[src/rtl/tctx_pkg.sv]
package tctx_pkg;
  localparam int PRIO_W = 8;
  localparam int LVL_W  = 6;
  localparam logic [PRIO_W-1:0] PRIO_NONE = '1;

  typedef logic [1:0] ring_t;
  localparam ring_t RING_OS   = 2'd0;
  localparam ring_t RING_POOL = 2'd1;
  localparam ring_t RING_PHYS = 2'd2;

  localparam logic [2:0] OP_CPPR  = 3'd0;
  localparam logic [2:0] OP_GSIZE = 3'd1;
  localparam logic [2:0] OP_GPRIO = 3'd2;
  localparam logic [2:0] OP_PUSH  = 3'd3;
  localparam logic [2:0] OP_PULL  = 3'd4;

  localparam logic [2:0] SEL_PEND  = 3'd0;
  localparam logic [2:0] SEL_CUR   = 3'd1;
  localparam logic [2:0] SEL_PRES  = 3'd2;
  localparam logic [2:0] SEL_STAT  = 3'd3;
  localparam logic [2:0] SEL_GSIZE = 3'd4;
  localparam logic [2:0] SEL_GPRIO = 3'd5;
  localparam logic [2:0] SEL_VLD   = 3'd6;

  // exception shown in a status byte; hyp selects the hypervisor format
  function automatic logic stat_exc(input logic hyp, input logic [7:0] st);
    if (hyp) return (st[7:6] == RING_POOL) || (st[7:6] == RING_PHYS);
    return st[7];
  endfunction

  function automatic logic stat_grp(input logic hyp, input logic [7:0] st);
    return stat_exc(hyp, st) && (st[LVL_W-1:0] != '0);
  endfunction

  function automatic ring_t stat_ring(input logic hyp, input logic [7:0] st);
    if (hyp) return st[7:6];
    return RING_OS;
  endfunction

  function automatic logic [7:0] make_stat(input logic hyp, input ring_t who,
                                           input logic [LVL_W-1:0] lvl);
    if (hyp) return {who, lvl};
    return {2'b10, lvl};
  endfunction
endpackage

[src/rtl/tctx_prio_enc.sv]
module tctx_prio_enc #(
  parameter int NPRIO = 8,
  parameter int PW    = 8
) (
  input  logic [NPRIO-1:0] pend,
  output logic [PW-1:0]    prio
);
  // bit NPRIO-1 stands for priority 0; lowest set priority wins
  always_comb begin
    prio = '1;
    for (int p = NPRIO - 1; p >= 0; p--) begin
      if (pend[NPRIO-1-p]) prio = PW'(p);
    end
  end
endmodule

[src/rtl/tctx_recalc.sv]
module tctx_recalc
  import tctx_pkg::*;
#(
  parameter bit IS_HYP = 1'b0
) (
  input  logic [PRIO_W-1:0] own_pend_prio,
  input  logic [PRIO_W-1:0] pool_pend_prio,
  input  logic [7:0]        gsize,
  input  logic [PRIO_W-1:0] gprio,
  input  logic [PRIO_W-1:0] new_cur,
  output logic [PRIO_W-1:0] pres_o,
  output logic [7:0]        stat_o
);
  localparam ring_t OWN_RING = IS_HYP ? RING_PHYS : RING_OS;

  logic [PRIO_W-1:0] pend_best, grp_eff, best;
  ring_t             pend_who, who;
  logic [LVL_W-1:0]  lvl;

  always_comb begin
    if (IS_HYP && (pool_pend_prio < own_pend_prio)) begin
      pend_best = pool_pend_prio;
      pend_who  = RING_POOL;
    end else begin
      pend_best = own_pend_prio;
      pend_who  = OWN_RING;
    end
    grp_eff = (gsize != 8'd0) ? gprio : PRIO_NONE;
    if (grp_eff < pend_best) begin
      best = grp_eff;
      who  = OWN_RING;
      lvl  = gsize[LVL_W-1:0];
    end else begin
      best = pend_best;
      who  = pend_who;
      lvl  = '0;
    end
    if (best < new_cur) begin
      pres_o = best;
      stat_o = make_stat(IS_HYP, who, lvl);
    end else begin
      pres_o = new_cur;
      stat_o = 8'd0;
    end
  end
endmodule

[src/rtl/tctx_line.sv]
module tctx_line
  import tctx_pkg::*;
(
  input  logic [7:0]        stat,
  input  logic [PRIO_W-1:0] pres,
  input  logic [PRIO_W-1:0] cur,
  output logic              line
);
  assign line = (stat != 8'd0) && (pres < cur);
endmodule

[src/rtl/tctx_presenter.sv]
module tctx_presenter
  import tctx_pkg::*;
#(
  parameter int NPRIO = 8
) (
  input  logic        clk,
  input  logic        rst_n,
  input  logic        cmd_valid,
  output logic        cmd_ready,
  input  logic [2:0]  cmd_op,
  input  logic [1:0]  cmd_ring,
  input  logic [7:0]  cmd_data,
  input  logic        irq_valid,
  output logic        irq_ready,
  input  logic [1:0]  irq_ring,
  input  logic [7:0]  irq_prio,
  input  logic [5:0]  irq_level,
  output logic        res_valid,
  output logic        res_taken,
  output logic        redist_valid,
  output logic [1:0]  redist_ring,
  output logic        os_line,
  output logic        hv_line,
  input  logic [1:0]  rd_ring,
  input  logic [2:0]  rd_sel,
  output logic [7:0]  rd_data
);
  localparam int NRING = 3;
  localparam int NSIG  = 2;
  localparam logic [PRIO_W-1:0] PRIO_MAX = PRIO_W'(NPRIO - 1);

  // per-ring state
  logic [NPRIO-1:0]  pend_q  [NRING];
  logic [7:0]        gsize_q [NRING];
  logic [PRIO_W-1:0] gprio_q [NRING];
  logic              vld_q   [NRING];
  // signaling state: slot 0 OS, slot 1 hypervisor (shared by POOL and PHYS)
  logic [PRIO_W-1:0] cur_q   [NSIG];
  logic [PRIO_W-1:0] pres_q  [NSIG];
  logic [7:0]        stat_q  [NSIG];

  logic [PRIO_W-1:0] pend_prio [NRING];
  logic [PRIO_W-1:0] rc_pres   [NSIG];
  logic [7:0]        rc_stat   [NSIG];
  logic              line_w    [NSIG];

  logic [PRIO_W-1:0] new_cur;
  logic              cmd_slot, irq_slot;
  logic              cmd_ring_ok, irq_ring_ok;
  logic              irq_fire;

  assign cmd_ready = 1'b1;
  assign irq_ready = !cmd_valid;
  assign irq_fire  = irq_valid && irq_ready;

  assign cmd_slot    = (cmd_ring != RING_OS);
  assign irq_slot    = (irq_ring != RING_OS);
  assign cmd_ring_ok = (cmd_ring != 2'd3);
  assign irq_ring_ok = (irq_ring != 2'd3);
  assign new_cur     = (cmd_data > PRIO_MAX) ? PRIO_NONE : cmd_data;

  genvar gr;
  generate
    for (gr = 0; gr < NRING; gr++) begin : g_enc
      tctx_prio_enc #(.NPRIO(NPRIO), .PW(PRIO_W)) u_enc (
        .pend (pend_q[gr]),
        .prio (pend_prio[gr])
      );
    end
    for (gr = 0; gr < NSIG; gr++) begin : g_sig
      localparam int OWN = (gr == 0) ? 0 : 2;
      tctx_recalc #(.IS_HYP(gr == 1)) u_rc (
        .own_pend_prio  (pend_prio[OWN]),
        .pool_pend_prio ((gr == 1) ? pend_prio[1] : PRIO_NONE),
        .gsize          (gsize_q[OWN]),
        .gprio          (gprio_q[OWN]),
        .new_cur        (new_cur),
        .pres_o         (rc_pres[gr]),
        .stat_o         (rc_stat[gr])
      );
      tctx_line u_line (
        .stat (stat_q[gr]),
        .pres (pres_q[gr]),
        .cur  (cur_q[gr]),
        .line (line_w[gr])
      );
    end
  endgenerate

  assign os_line = line_w[0];
  assign hv_line = line_w[1];

  always_ff @(posedge clk) begin
    if (!rst_n) begin
      for (int i = 0; i < NRING; i++) begin
        pend_q[i]  <= '0;
        gsize_q[i] <= '0;
        gprio_q[i] <= '0;
        vld_q[i]   <= 1'b0;
      end
      for (int i = 0; i < NSIG; i++) begin
        cur_q[i]  <= '0;
        pres_q[i] <= '0;
        stat_q[i] <= '0;
      end
      redist_valid <= 1'b0;
      redist_ring  <= '0;
      res_valid    <= 1'b0;
      res_taken    <= 1'b0;
    end else begin
      redist_valid <= 1'b0;
      res_valid    <= 1'b0;
      res_taken    <= 1'b0;
      if (cmd_valid && cmd_ring_ok) begin
        case (cmd_op)
          OP_CPPR: begin
            if (cmd_ring != RING_POOL) begin
              cur_q[cmd_slot] <= new_cur;
              if ((new_cur < cur_q[cmd_slot]) && (new_cur <= pres_q[cmd_slot])) begin
                // withdraw the presented interrupt
                if (stat_grp(cmd_slot, stat_q[cmd_slot])) begin
                  redist_valid <= 1'b1;
                  redist_ring  <= stat_ring(cmd_slot, stat_q[cmd_slot]);
                end
                stat_q[cmd_slot] <= 8'd0;
                pres_q[cmd_slot] <= new_cur;
              end else if (!stat_exc(cmd_slot, stat_q[cmd_slot])) begin
                pres_q[cmd_slot] <= rc_pres[cmd_slot];
                stat_q[cmd_slot] <= rc_stat[cmd_slot];
              end
            end
          end
          OP_GSIZE: gsize_q[cmd_ring] <= cmd_data;
          OP_GPRIO: gprio_q[cmd_ring] <= cmd_data;
          OP_PUSH:  vld_q[cmd_ring]   <= 1'b1;
          OP_PULL: begin
            vld_q[cmd_ring] <= 1'b0;
            if (stat_grp(cmd_slot, stat_q[cmd_slot]) &&
                (stat_ring(cmd_slot, stat_q[cmd_slot]) == cmd_ring)) begin
              redist_valid     <= 1'b1;
              redist_ring      <= cmd_ring;
              stat_q[cmd_slot] <= 8'd0;
              pres_q[cmd_slot] <= cur_q[cmd_slot];
            end
          end
          default: ;
        endcase
      end else if (irq_fire) begin
        res_valid <= 1'b1;
        if (irq_ring_ok && (irq_prio <= PRIO_MAX)) begin
          if (irq_level == '0)
            pend_q[irq_ring][NPRIO-1-int'(irq_prio)] <= 1'b1;
          if (irq_prio < pres_q[irq_slot]) begin
            res_taken        <= 1'b1;
            pres_q[irq_slot] <= irq_prio;
            stat_q[irq_slot] <= make_stat(irq_slot, irq_ring, irq_level);
          end
        end
      end
    end
  end

  always_comb begin
    rd_data = 8'd0;
    if (rd_ring != 2'd3) begin
      case (rd_sel)
        SEL_PEND:  rd_data = 8'(pend_q[rd_ring]);
        SEL_CUR:   if (rd_ring != RING_POOL) rd_data = cur_q[rd_ring != RING_OS];
        SEL_PRES:  if (rd_ring != RING_POOL) rd_data = pres_q[rd_ring != RING_OS];
        SEL_STAT:  if (rd_ring != RING_POOL) rd_data = stat_q[rd_ring != RING_OS];
        SEL_GSIZE: rd_data = gsize_q[rd_ring];
        SEL_GPRIO: rd_data = gprio_q[rd_ring];
        SEL_VLD:   rd_data = {7'd0, vld_q[rd_ring]};
        default:   rd_data = 8'd0;
      endcase
    end
  end
endmodule

[config.mk]
export PLATFORM = sky130hd
export DESIGN_NAME = tctx_presenter
export DESIGN_NICKNAME = d
export VERILOG_FILES = /design/src/rtl/tctx_pkg.sv /design/src/rtl/tctx_prio_enc.sv /design/src/rtl/tctx_recalc.sv /design/src/rtl/tctx_line.sv /design/src/rtl/tctx_presenter.sv
export SDC_FILE = /design/constraint.sdc
export NUM_CORES = 1
export LEC_CHECK = 0
export ABC_AREA = 1
export BUFFER_PORTS_ARGS = -buffer_cell sky130_fd_sc_hd__buf_2
export CAP_MARGIN = 25
export CORE_MARGIN = 2
export CORE_UTILIZATION = 55
export DETAILED_ROUTE_END_ITERATION = 7
export PLACE_DENSITY = 0.82
export SYNTH_ARGS = -nofsm -noshare
export SYNTH_HDL_FRONTEND = slang
export SYNTH_SLANG_ARGS = --single-unit
[constraint.sdc]
create_clock -name clk -period 10.7 [get_ports clk]
set_clock_uncertainty 0.15 [all_clocks]
set_input_delay 2.14 -clock clk [delete_from_list [all_inputs] [get_ports clk]]
set_output_delay 2.14 -clock clk [all_outputs]
set_load 0.02 [all_outputs]
==> flow_metrics.env, run 1 <==
export IMPL_run_status="finished, final reports clean"
export IMPL_final_cell_mix="nand2_1 (232), nor2_1 (164), inv_1 (160), edfxtp_1 (113), o21ai_0 (109)"
export IMPL_grt_pass1_vias=8502
export IMPL_hold_class="reg2reg"
export IMPL_cts_inserted_buffers=17
export IMPL_die_w_um=137
export IMPL_post_route_period_util=0.663
export IMPL_synth_area_mm2=0.00972
export IMPL_start_util=0.562
export IMPL_min_from="pend_q[3][2]"
export IMPL_cap_violations=0
export IMPL_cts_root_buf="clkbuf_16"
export IMPL_routabilityCongestion=1.04
export IMPL_min_delay_path_depth=0
export IMPL_clkLatencyLatePin_ns=0.45
export IMPL_grt_overflow=0
export IMPL_startpoint_type="input port"
export IMPL_arrival_ns=6.96
export IMPL_fin_nets=1393
export IMPL_yosysTopAreaCell="edfxtp_1"
export IMPL_ir_worst_vdd_mv=0.120
export IMPL_ys_seq_area_frac=0.432
export IMPL_synth_edff_count=113
export IMPL_clkTransAtPathRegs_ns=0.07
export IMPL_holdWs_ns=0.201
export IMPL_grt_util_all_layers=0.339
export IMPL_cp_end_kind="flop"
export IMPL_rsz0062_at_grt="no"
export IMPL_cts_tree="built"
export IMPL_tightest_slew_ns=0.850
export IMPL_fin_crit_ns=7.10
export IMPL_first_iter_violations=1440
export IMPL_slew_violations=0
export IMPL_hold_path_endpoint="pend_q[3][2]"
export IMPL_cp_startpoint="cmd_data[4]"
export IMPL_finish_instance_area_mm2=0.0108
export IMPL_crit_required_ns=10.56
export IMPL_clock_sinks=153
export IMPL_diodes=0
export IMPL_max_freq_mhz=141
export IMPL_finalHoldViolations=0
export IMPL_fill_cells=1453
export IMPL_r2r_slack_ns=4.79
export IMPL_crit_reg2reg_launch="pend_q[2][5]"
export IMPL_grt_max_degree=46
export IMPL_synth_seq_cells=153
export IMPL_portBuffers=53
export IMPL_vias=9394
export IMPL_die_area_mm2=0.0187
export IMPL_cts_resized=0
export IMPL_synth_top_cells_by_area="edfxtp_1 (35%), nand2_1 (9.0%), ha_1 (8.9%)"
export IMPL_asyncSetResetFlopFracSynth=0
export IMPL_rows=48
export IMPL_routed_wl_mm=30.7
export IMPL_crit_type="in2reg"
export IMPL_num_io_pins=55
export IMPL_yosysWarnings=0
export IMPL_ctsHoldBuffers=0
export IMPL_chipHeight_um=137
export IMPL_syn2layout_area_growth_pct=11.4
export IMPL_cts_buffer_depth=2
export IMPL_ys_flop_type="edfxtp_1"
export IMPL_final_common_cell="nand2_1"
export IMPL_place_inst=1491
export IMPL_firstDrtPassIters=8
export IMPL_avgSynthCellArea_um2=7.86
export IMPL_cts_htree_levels=4
export IMPL_netlist_area_leader_share=0.349
export IMPL_antenna_found_initial=0
export IMPL_p_leak_nw=4.85
export IMPL_crit_fanout=16
export IMPL_coreArea_mm2=0.0173
export IMPL_timing_rr_end="pres_q[1][7]"
export IMPL_via_per_inst=6.16
export IMPL_drive_gt1_frac=0.0916
export IMPL_dpl_cell_area_mm2=0.0102
export IMPL_cts_setup_buffers=0
export IMPL_drc_errors=0
export IMPL_relSlewSlack=0.433
export IMPL_fin_cells=1524
export IMPL_final_core_util=0.626
export IMPL_antenna_left=0
export IMPL_yosysUniqueCellTypes=50
export IMPL_synth_cells=1236
export IMPL_powerDensity_mw_per_mm2=136
export IMPL_dpl_hpwl_mm=23.1
export IMPL_setup_violations=0
export IMPL_rr_worst_depth=28
export IMPL_tns_ns=0
export IMPL_grt_pass1_wl_mm=46.9
export IMPL_wire_per_inst_um=20.1
cell families (layout without fill, tap and decap cells):
| kind of cell | count (synthesis) | count (layout) | synth area share |
|---|---|---|---|
| AND/OR/NAND/NOR | 486 | 486 | 0.209 |
| AO/OA/AOI/OAI | 310 | 310 | 0.185 |
| buffers and inverters | 215 | 261 | 0.0847 |
| flip-flops | 153 | 153 | 0.432 |
| adder cells (fa/ha/maj) | 69 | 69 | 0.0888 |
| other | 2 | 19 | 0.000773 |
| XOR/XNOR | 1 | 1 | 0.000902 |
power breakdown:
group / total [mW] / leakage (nW) / internal, mW / switching, mW
Clock: 0.620 / 0.295 / 0.334 / 0.286
Sequential: 0.675 / 1.43 / 0.661 / 0.0140
Combinational: 0.180 / 3.13 / 0.0541 / 0.126
Total: 1.47 / 4.85 / 1.05 / 0.426
cells in the mapped netlist, drive strengths merged (6+ instances only):
| cell type | instances |
|---|---|
| nor2 | 166 |
| a21oi | 84 |
| o31ai | 6 |
| dfxtp | 40 |
| buf | 7 |
| a211oi | 9 |
| nor3 | 13 |
| nand3 | 33 |
| or2 | 8 |
| a22oi | 20 |
| ha | 69 |
| nand4 | 12 |
| inv | 163 |
| o21ai | 117 |
| edfxtp | 113 |
| clkbuf | 42 |
| a31oi | 12 |
| o22ai | 34 |
| nand2 | 241 |
critical path: stages:
cell and delay, ns:
buf_2 0.11, inv_1 0.31, nand4_1 0.67, nor2_1 0.73, inv_1 0.17, ha_1 0.32
nand2_1 0.09, o21ai_0 0.09, nand2_1 0.07, a2bb2oi_1 0.10, a2111oi_0 0.39, nand2_1 0.13
nand3_1 0.33, nand4_1 0.20, nand2_1 0.48, nand2_1 0.61
routing by layer:
layer,wire [µm],vias up,share of wire,global-route usage
li1,-,4313,-,-
met1,11500,4175,0.37,0.449
met2,13500,751,0.44,0.528
met3,3920,155,0.13,0.0756
met4,1800,0,0.059,0.165
met5,0,-,0,0
area by class of cell:
cell class                 instances  area [µm²]  area share
clock buffer                      17         425      0.0393
clock inverter                    15         174      0.0161
inverter                         166         623      0.0576
multi-input combinational        885        4770       0.440
sequential                       153        4190       0.388
tap                              225         282      0.0260
timing repair buffer              63         358      0.0331
through the flow:
stage          setup WS (ns)  total power, mW
2_1_floorplan           4.73            0.793
6_report                3.60             1.47
3_3_place_gp            3.66            0.853
5_1_grt                 3.38             1.51
3_5_place_dp            3.48            0.859
4_1_cts                 3.82             1.46
worst max path at each step:
stage	cells after the start	slack (ns)	to
after floorplan	6	4.73	rd_data[0]
after global placement	8	3.66	rd_data[0]
after detailed placement	16	3.48	stat_q[0][5]
after CTS	10	3.82	rd_data[0]
after global routing	16	3.38	pres_q[0][3]
final	16	3.60	pres_q[0][3]
flip-flops by register name, summed over array words and instances (netlist names):
name,cells
gprio_q,32
pend_q,32
res_taken,1
pres_q,16
res_valid,1
gsize_q,32
stat_q,16
redist_ring,2
vld_q,4
redist_valid,1
cur_q,16
Power figures use the tool's default switching activity.
==> run 2, diff against run 1 <==
--- a/config.mk
+++ b/config.mk
@@ -11,7 +11,7 @@
 export CORE_MARGIN = 2
 export CORE_UTILIZATION = 55
 export DETAILED_ROUTE_END_ITERATION = 7
-export PLACE_DENSITY = 0.82
+export PLACE_DENSITY = 0.85
 export SYNTH_ARGS = -nofsm -noshare
 export SYNTH_HDL_FRONTEND = slang
 export SYNTH_SLANG_ARGS = --single-unit
==> constraint.sdc (replaced) <==
create_clock -name clk -period 6.3 [get_ports clk]
set_clock_uncertainty 0.15 [all_clocks]
set_input_delay 1.26 -clock clk [delete_from_list [all_inputs] [get_ports clk]]
set_output_delay 1.26 -clock clk [all_outputs]
set_load 0.02 [all_outputs]
==> flow_metrics.env, run 2 (synthesized netlist as in run 1, its figures left out) <==
export IMPL_run_status="finished, final reports clean"
export IMPL_rsz0062_at_grt="no"
export IMPL_path_common_cell="nand2_1"
export IMPL_grt_pass1_vias=8817
export IMPL_cap_violations=0
export IMPL_final_cell_mix="nand2_1 (232), nor2_1 (164), inv_1 (160), edfxtp_1 (113), o21ai_0 (109)"
export IMPL_via_per_inst=6.19
export IMPL_crit_type="reg2reg"
export IMPL_num_io_pins=55
export IMPL_fin_cells=1535
export IMPL_grt_util_all_layers=0.335
export IMPL_rr_worst_depth=28
export IMPL_final_seq_area_mm2=0.00419
export IMPL_timing_rr_end="pres_q[1][7]"
export IMPL_start_util=0.562
export IMPL_crit_fanout=17
export IMPL_die_area_mm2=0.0187
export IMPL_cp_slowest_stage_delay_ns=0.56
export IMPL_drc_errors=0
export IMPL_p_leak_nw=4.88
export IMPL_hold_path_endpoint="pend_q[3][2]"
export IMPL_portBuffers=53
export IMPL_cp_end_kind="flop"
export IMPL_wire_per_inst_um=19.8
export IMPL_post_route_period_util=0.896
export IMPL_multi_input_area_mm2=0.00477
export IMPL_dpl_cell_area_mm2=0.0103
export IMPL_grt_max_degree=49
export IMPL_powerDensity_mw_per_mm2=228
export IMPL_final_core_util=0.628
export IMPL_antenna_found_initial=0
export IMPL_min_delay_path_depth=0
export IMPL_grt_overflow=0
export IMPL_cts_root_buf="clkbuf_16"
export IMPL_finish_instance_area_mm2=0.0109
export IMPL_chipHeight_um=137
export IMPL_hold_class="reg2reg"
export IMPL_crit_reg2reg_launch="pend_q[2][5]"
export IMPL_crit_slowest_cell="a211oi_1"
export IMPL_cts_tree="built"
export IMPL_vias=9496
export IMPL_first_iter_violations=1360
export IMPL_grt_pass1_wl_mm=46.7
export IMPL_ctsHoldBuffers=0
export IMPL_min_from="pend_q[3][2]"
export IMPL_max_freq_mhz=177
export IMPL_slew_violations=0
export IMPL_drive_gt1_frac=0.0970
export IMPL_routed_wl_mm=30.5
export IMPL_finalHoldViolations=0
export IMPL_cts_setup_buffers=0
export IMPL_cp_num_cells=28
export IMPL_relSlewSlack=0.397
export IMPL_antenna_left=0
export IMPL_fin_nets=1403
export IMPL_crit_required_ns=6.34
export IMPL_tns_ns=0
export IMPL_fill_cells=1463
export IMPL_clkLatencyLatePin_ns=0.45
export IMPL_cp_startpoint="pend_q[2][5]"
export IMPL_arrival_ns=5.69
export IMPL_reg_largest_list="gprio_q x32, gsize_q x32, pend_q x32"
export IMPL_clock_sinks=153
export IMPL_coreArea_mm2=0.0173
export IMPL_final_common_cell="nand2_1"
export IMPL_cts_inserted_buffers=17
export IMPL_place_inst=1501
export IMPL_die_w_um=137
export IMPL_cts_htree_levels=4
export IMPL_clkTransAtPathRegs_ns=0.07
export IMPL_firstDrtPassIters=8
export IMPL_ir_worst_vdd_mv=0.221
export IMPL_path_buf_inv=2
export IMPL_routabilityCongestion=1.06
export IMPL_dpl_hpwl_mm=22.6
export IMPL_fin_crit_ns=5.64
export IMPL_tightest_slew_ns=0.901
export IMPL_rows=48
export IMPL_r2r_slack_ns=0.66
export IMPL_cts_buffer_depth=2
export IMPL_setup_violations=0
export IMPL_cts_resized=0
export IMPL_syn2layout_area_growth_pct=11.8
export IMPL_critical_path_top_delay_family="simple AND/OR/NAND/NOR gates"
export IMPL_startpoint_type="flop"
## run 2: cell count changes in the layout (fill, tap and decap cells not counted), moves of 2 or more
cell	before	now
buf_4	8	20
clkinv_4	0	2
inv_6	3	5
inv_8	6	3
clkinv_1	3	5
clkinv_2	2	0
## run 2: metal layers
layer / track usage / routed length (µm) / part of all wire
met1: 0.422 / 11100 / 0.36
met2: 0.541 / 13900 / 0.46
met3: 0.0670 / 3700 / 0.12
met4: 0.184 / 1740 / 0.057
met5: 0 / 0 / 0
## run 2: per-stage QoR
step	hold WS [ns]	worst slack [ns]	power [mW]
3_3_place_gp	0.187	0.819	1.45
5_1_grt	0.203	0.138	2.54
2_1_floorplan	0.250	1.37	1.35
3_5_place_dp	0.185	0.798	1.46
6_report	0.201	0.655	2.48
4_1_cts	0.201	0.786	2.46
## run 2: power by group
group,switching [mW],internal (mW)
clock network,0.469,0.559
logic,0.217,0.0930
registers,0.0210,1.12
total,0.708,1.77
## run 2: cell type report
| class | instances | share of cell area |
|---|---|---|
| clock buffers | 17 | 0.0392 |
| clock inverters | 15 | 0.0144 |
| well taps | 225 | 0.0259 |
| repair buffers | 73 | 0.0382 |
| flip-flops and latches | 153 | 0.386 |
| diodes | 1 | 0.000230 |
| multi-input cells | 885 | 0.439 |
| inverters | 166 | 0.0574 |
## run 2: worst max path at each step
| stage | to | slack, ns |
|---|---|---|
| after floorplan | pres_q[1][0] | 1.37 |
| after global placement | pres_q[0][7] | 0.82 |
| after detailed placement | pres_q[0][6] | 0.80 |
| after CTS | pres_q[1][7] | 0.79 |
| after global routing | pres_q[0][6] | 0.14 |
| final | pres_q[1][7] | 0.66 |
==> run 3, diff against run 2 <==
--- a/config.mk
+++ b/config.mk
@@ -10,6 +10,7 @@
 export CAP_MARGIN = 25
 export CORE_MARGIN = 2
 export CORE_UTILIZATION = 55
+export CTS_BUF_LIST = sky130_fd_sc_hd__clkbuf_8
 export DETAILED_ROUTE_END_ITERATION = 7
 export PLACE_DENSITY = 0.85
 export SYNTH_ARGS = -nofsm -noshare
==> flow_metrics.env, run 3 (synthesized netlist as in run 1, its figures left out) <==
export IMPL_fin_nets=1403
export IMPL_crit_fanout=17
export IMPL_fin_cells=1535
export IMPL_cp_slowest_stage_delay_ns=0.56
export IMPL_arrival_ns=5.73
export IMPL_setup_violations=0
export IMPL_syn2layout_area_growth_pct=9.84
export IMPL_final_cell_mix="nand2_1 (232), nor2_1 (164), inv_1 (160), edfxtp_1 (113), o21ai_0 (109)"
export IMPL_crit_required_ns=6.39
export IMPL_start_util=0.562
export IMPL_r2r_slack_ns=0.65
export IMPL_num_io_pins=55
export IMPL_path_common_cell="nand2_1"
export IMPL_cap_violations=0
export IMPL_rsz0062_at_grt="no"
export IMPL_final_core_util=0.617
export IMPL_vias=9424
export IMPL_firstDrtPassIters=6
export IMPL_die_area_mm2=0.0187
export IMPL_grt_pass1_vias=8709
export IMPL_max_freq_mhz=177
export IMPL_hold_class="reg2reg"
export IMPL_min_delay_path_depth=0
export IMPL_clkTransAtPathRegs_ns=0.09
export IMPL_slew_violations=0
export IMPL_antenna_found_initial=0
export IMPL_rows=48
export IMPL_tightest_slew_ns=0.892
export IMPL_reg_largest_list="gprio_q x32, gsize_q x32, pend_q x32"
export IMPL_rr_worst_depth=28
export IMPL_portBuffers=53
export IMPL_wire_per_inst_um=19.5
export IMPL_p_leak_nw=4.79
export IMPL_tns_ns=0
export IMPL_grt_max_degree=49
export IMPL_ir_worst_vdd_mv=0.131
export IMPL_crit_reg2reg_launch="pend_q[2][5]"
export IMPL_via_per_inst=6.14
export IMPL_final_common_cell="nand2_1"
export IMPL_grt_pass1_wl_mm=46.2
export IMPL_cts_tree="built"
export IMPL_cp_end_kind="flop"
export IMPL_startpoint_type="flop"
export IMPL_run_status="finished, final reports clean"
export IMPL_post_route_period_util=0.896
export IMPL_ctsHoldBuffers=0
export IMPL_place_inst=1501
export IMPL_fin_crit_ns=5.65
export IMPL_drive_gt1_frac=0.0970
export IMPL_cts_inserted_buffers=17
export IMPL_fill_cells=1506
export IMPL_chipHeight_um=137
export IMPL_crit_slowest_cell="a211oi_1"
export IMPL_cts_setup_buffers=0
export IMPL_die_w_um=137
export IMPL_routed_wl_mm=30.0
export IMPL_clock_sinks=153
export IMPL_powerDensity_mw_per_mm2=207
export IMPL_crit_type="reg2reg"
export IMPL_cts_root_buf="clkbuf_8"
export IMPL_cts_buffer_depth=2
export IMPL_coreArea_mm2=0.0173
export IMPL_cp_startpoint="pend_q[2][5]"
export IMPL_routabilityCongestion=1.06
export IMPL_clkLatencyLatePin_ns=0.49
export IMPL_finalHoldViolations=0
export IMPL_cts_htree_levels=4
export IMPL_grt_overflow=0
export IMPL_drc_errors=0
export IMPL_min_from="pend_q[3][2]"
export IMPL_power_mw=2.21
export IMPL_antenna_left=0
export IMPL_relSlewSlack=0.403
export IMPL_cts_resized=0
export IMPL_first_iter_violations=1421
export IMPL_grt_util_all_layers=0.331
export IMPL_hold_path_endpoint="pend_q[3][2]"
export IMPL_dpl_hpwl_mm=22.6
export IMPL_timing_rr_end="pres_q[0][6]"
-- run 3: stage by stage --
| step | hold slack, ns | instance area [µm²] | setup WS, ns |
|---|---|---|---|
| 2_1_floorplan | 0.250 | 9780 | 1.37 |
| 3_3_place_gp | 0.187 | 10300 | 0.819 |
| 3_5_place_dp | 0.185 | 10300 | 0.798 |
| 4_1_cts | 0.205 | 10700 | 0.757 |
| 5_1_grt | 0.207 | 10700 | 0.151 |
| 6_report | 0.203 | 10700 | 0.653 |
-- run 3: power breakdown --
group | switching [mW] | total (mW) | internal [mW]
Clock | 0.435 | 0.762 | 0.327
Sequential | 0.0208 | 1.14 | 1.12
Combinational | 0.216 | 0.309 | 0.0930
-- run 3: worst max path at each step --
| stage | slack (ns) | endpoint |
|---|---|---|
| final | 0.65 | pres_q[0][6] |
| after floorplan | 1.37 | pres_q[1][0] |
| after global routing | 0.15 | pres_q[0][6] |
| after global placement | 0.82 | pres_q[0][7] |
| after detailed placement | 0.80 | pres_q[0][6] |
| after CTS | 0.76 | pres_q[1][7] |
-- run 3: area by class of cell --
type | count | area, µm² | area share
Clock inverter | 15 | 156 | 0.0147
Inverter | 166 | 623 | 0.0584
Clock buffer | 17 | 234 | 0.0219
Multi-Input combinational cell | 885 | 4770 | 0.447
Timing Repair Buffer | 73 | 415 | 0.0389
Antenna cell | 1 | 2.50 | 0.000234
Sequential cell | 153 | 4190 | 0.393
Tap cell | 225 | 282 | 0.0264
-- run 3: critical path, delay by kind of cell, from the launching register on --
family	cells	cell delay (ns)
and+or+nand+nor	16	1.94
AOI/OAI and AO/OA	7	1.95
DFF	1	0.32
adders and majority gates	3	0.88
buffers and inverters	2	0.17
-- run 3: layer usage --
layer  wire length, µm  global-route usage  part of all wire
met1             11300               0.425              0.38
met4              1660               0.158             0.055
met2             13600               0.533              0.45
met3              3430              0.0715              0.11
met5                 0                   0                 0
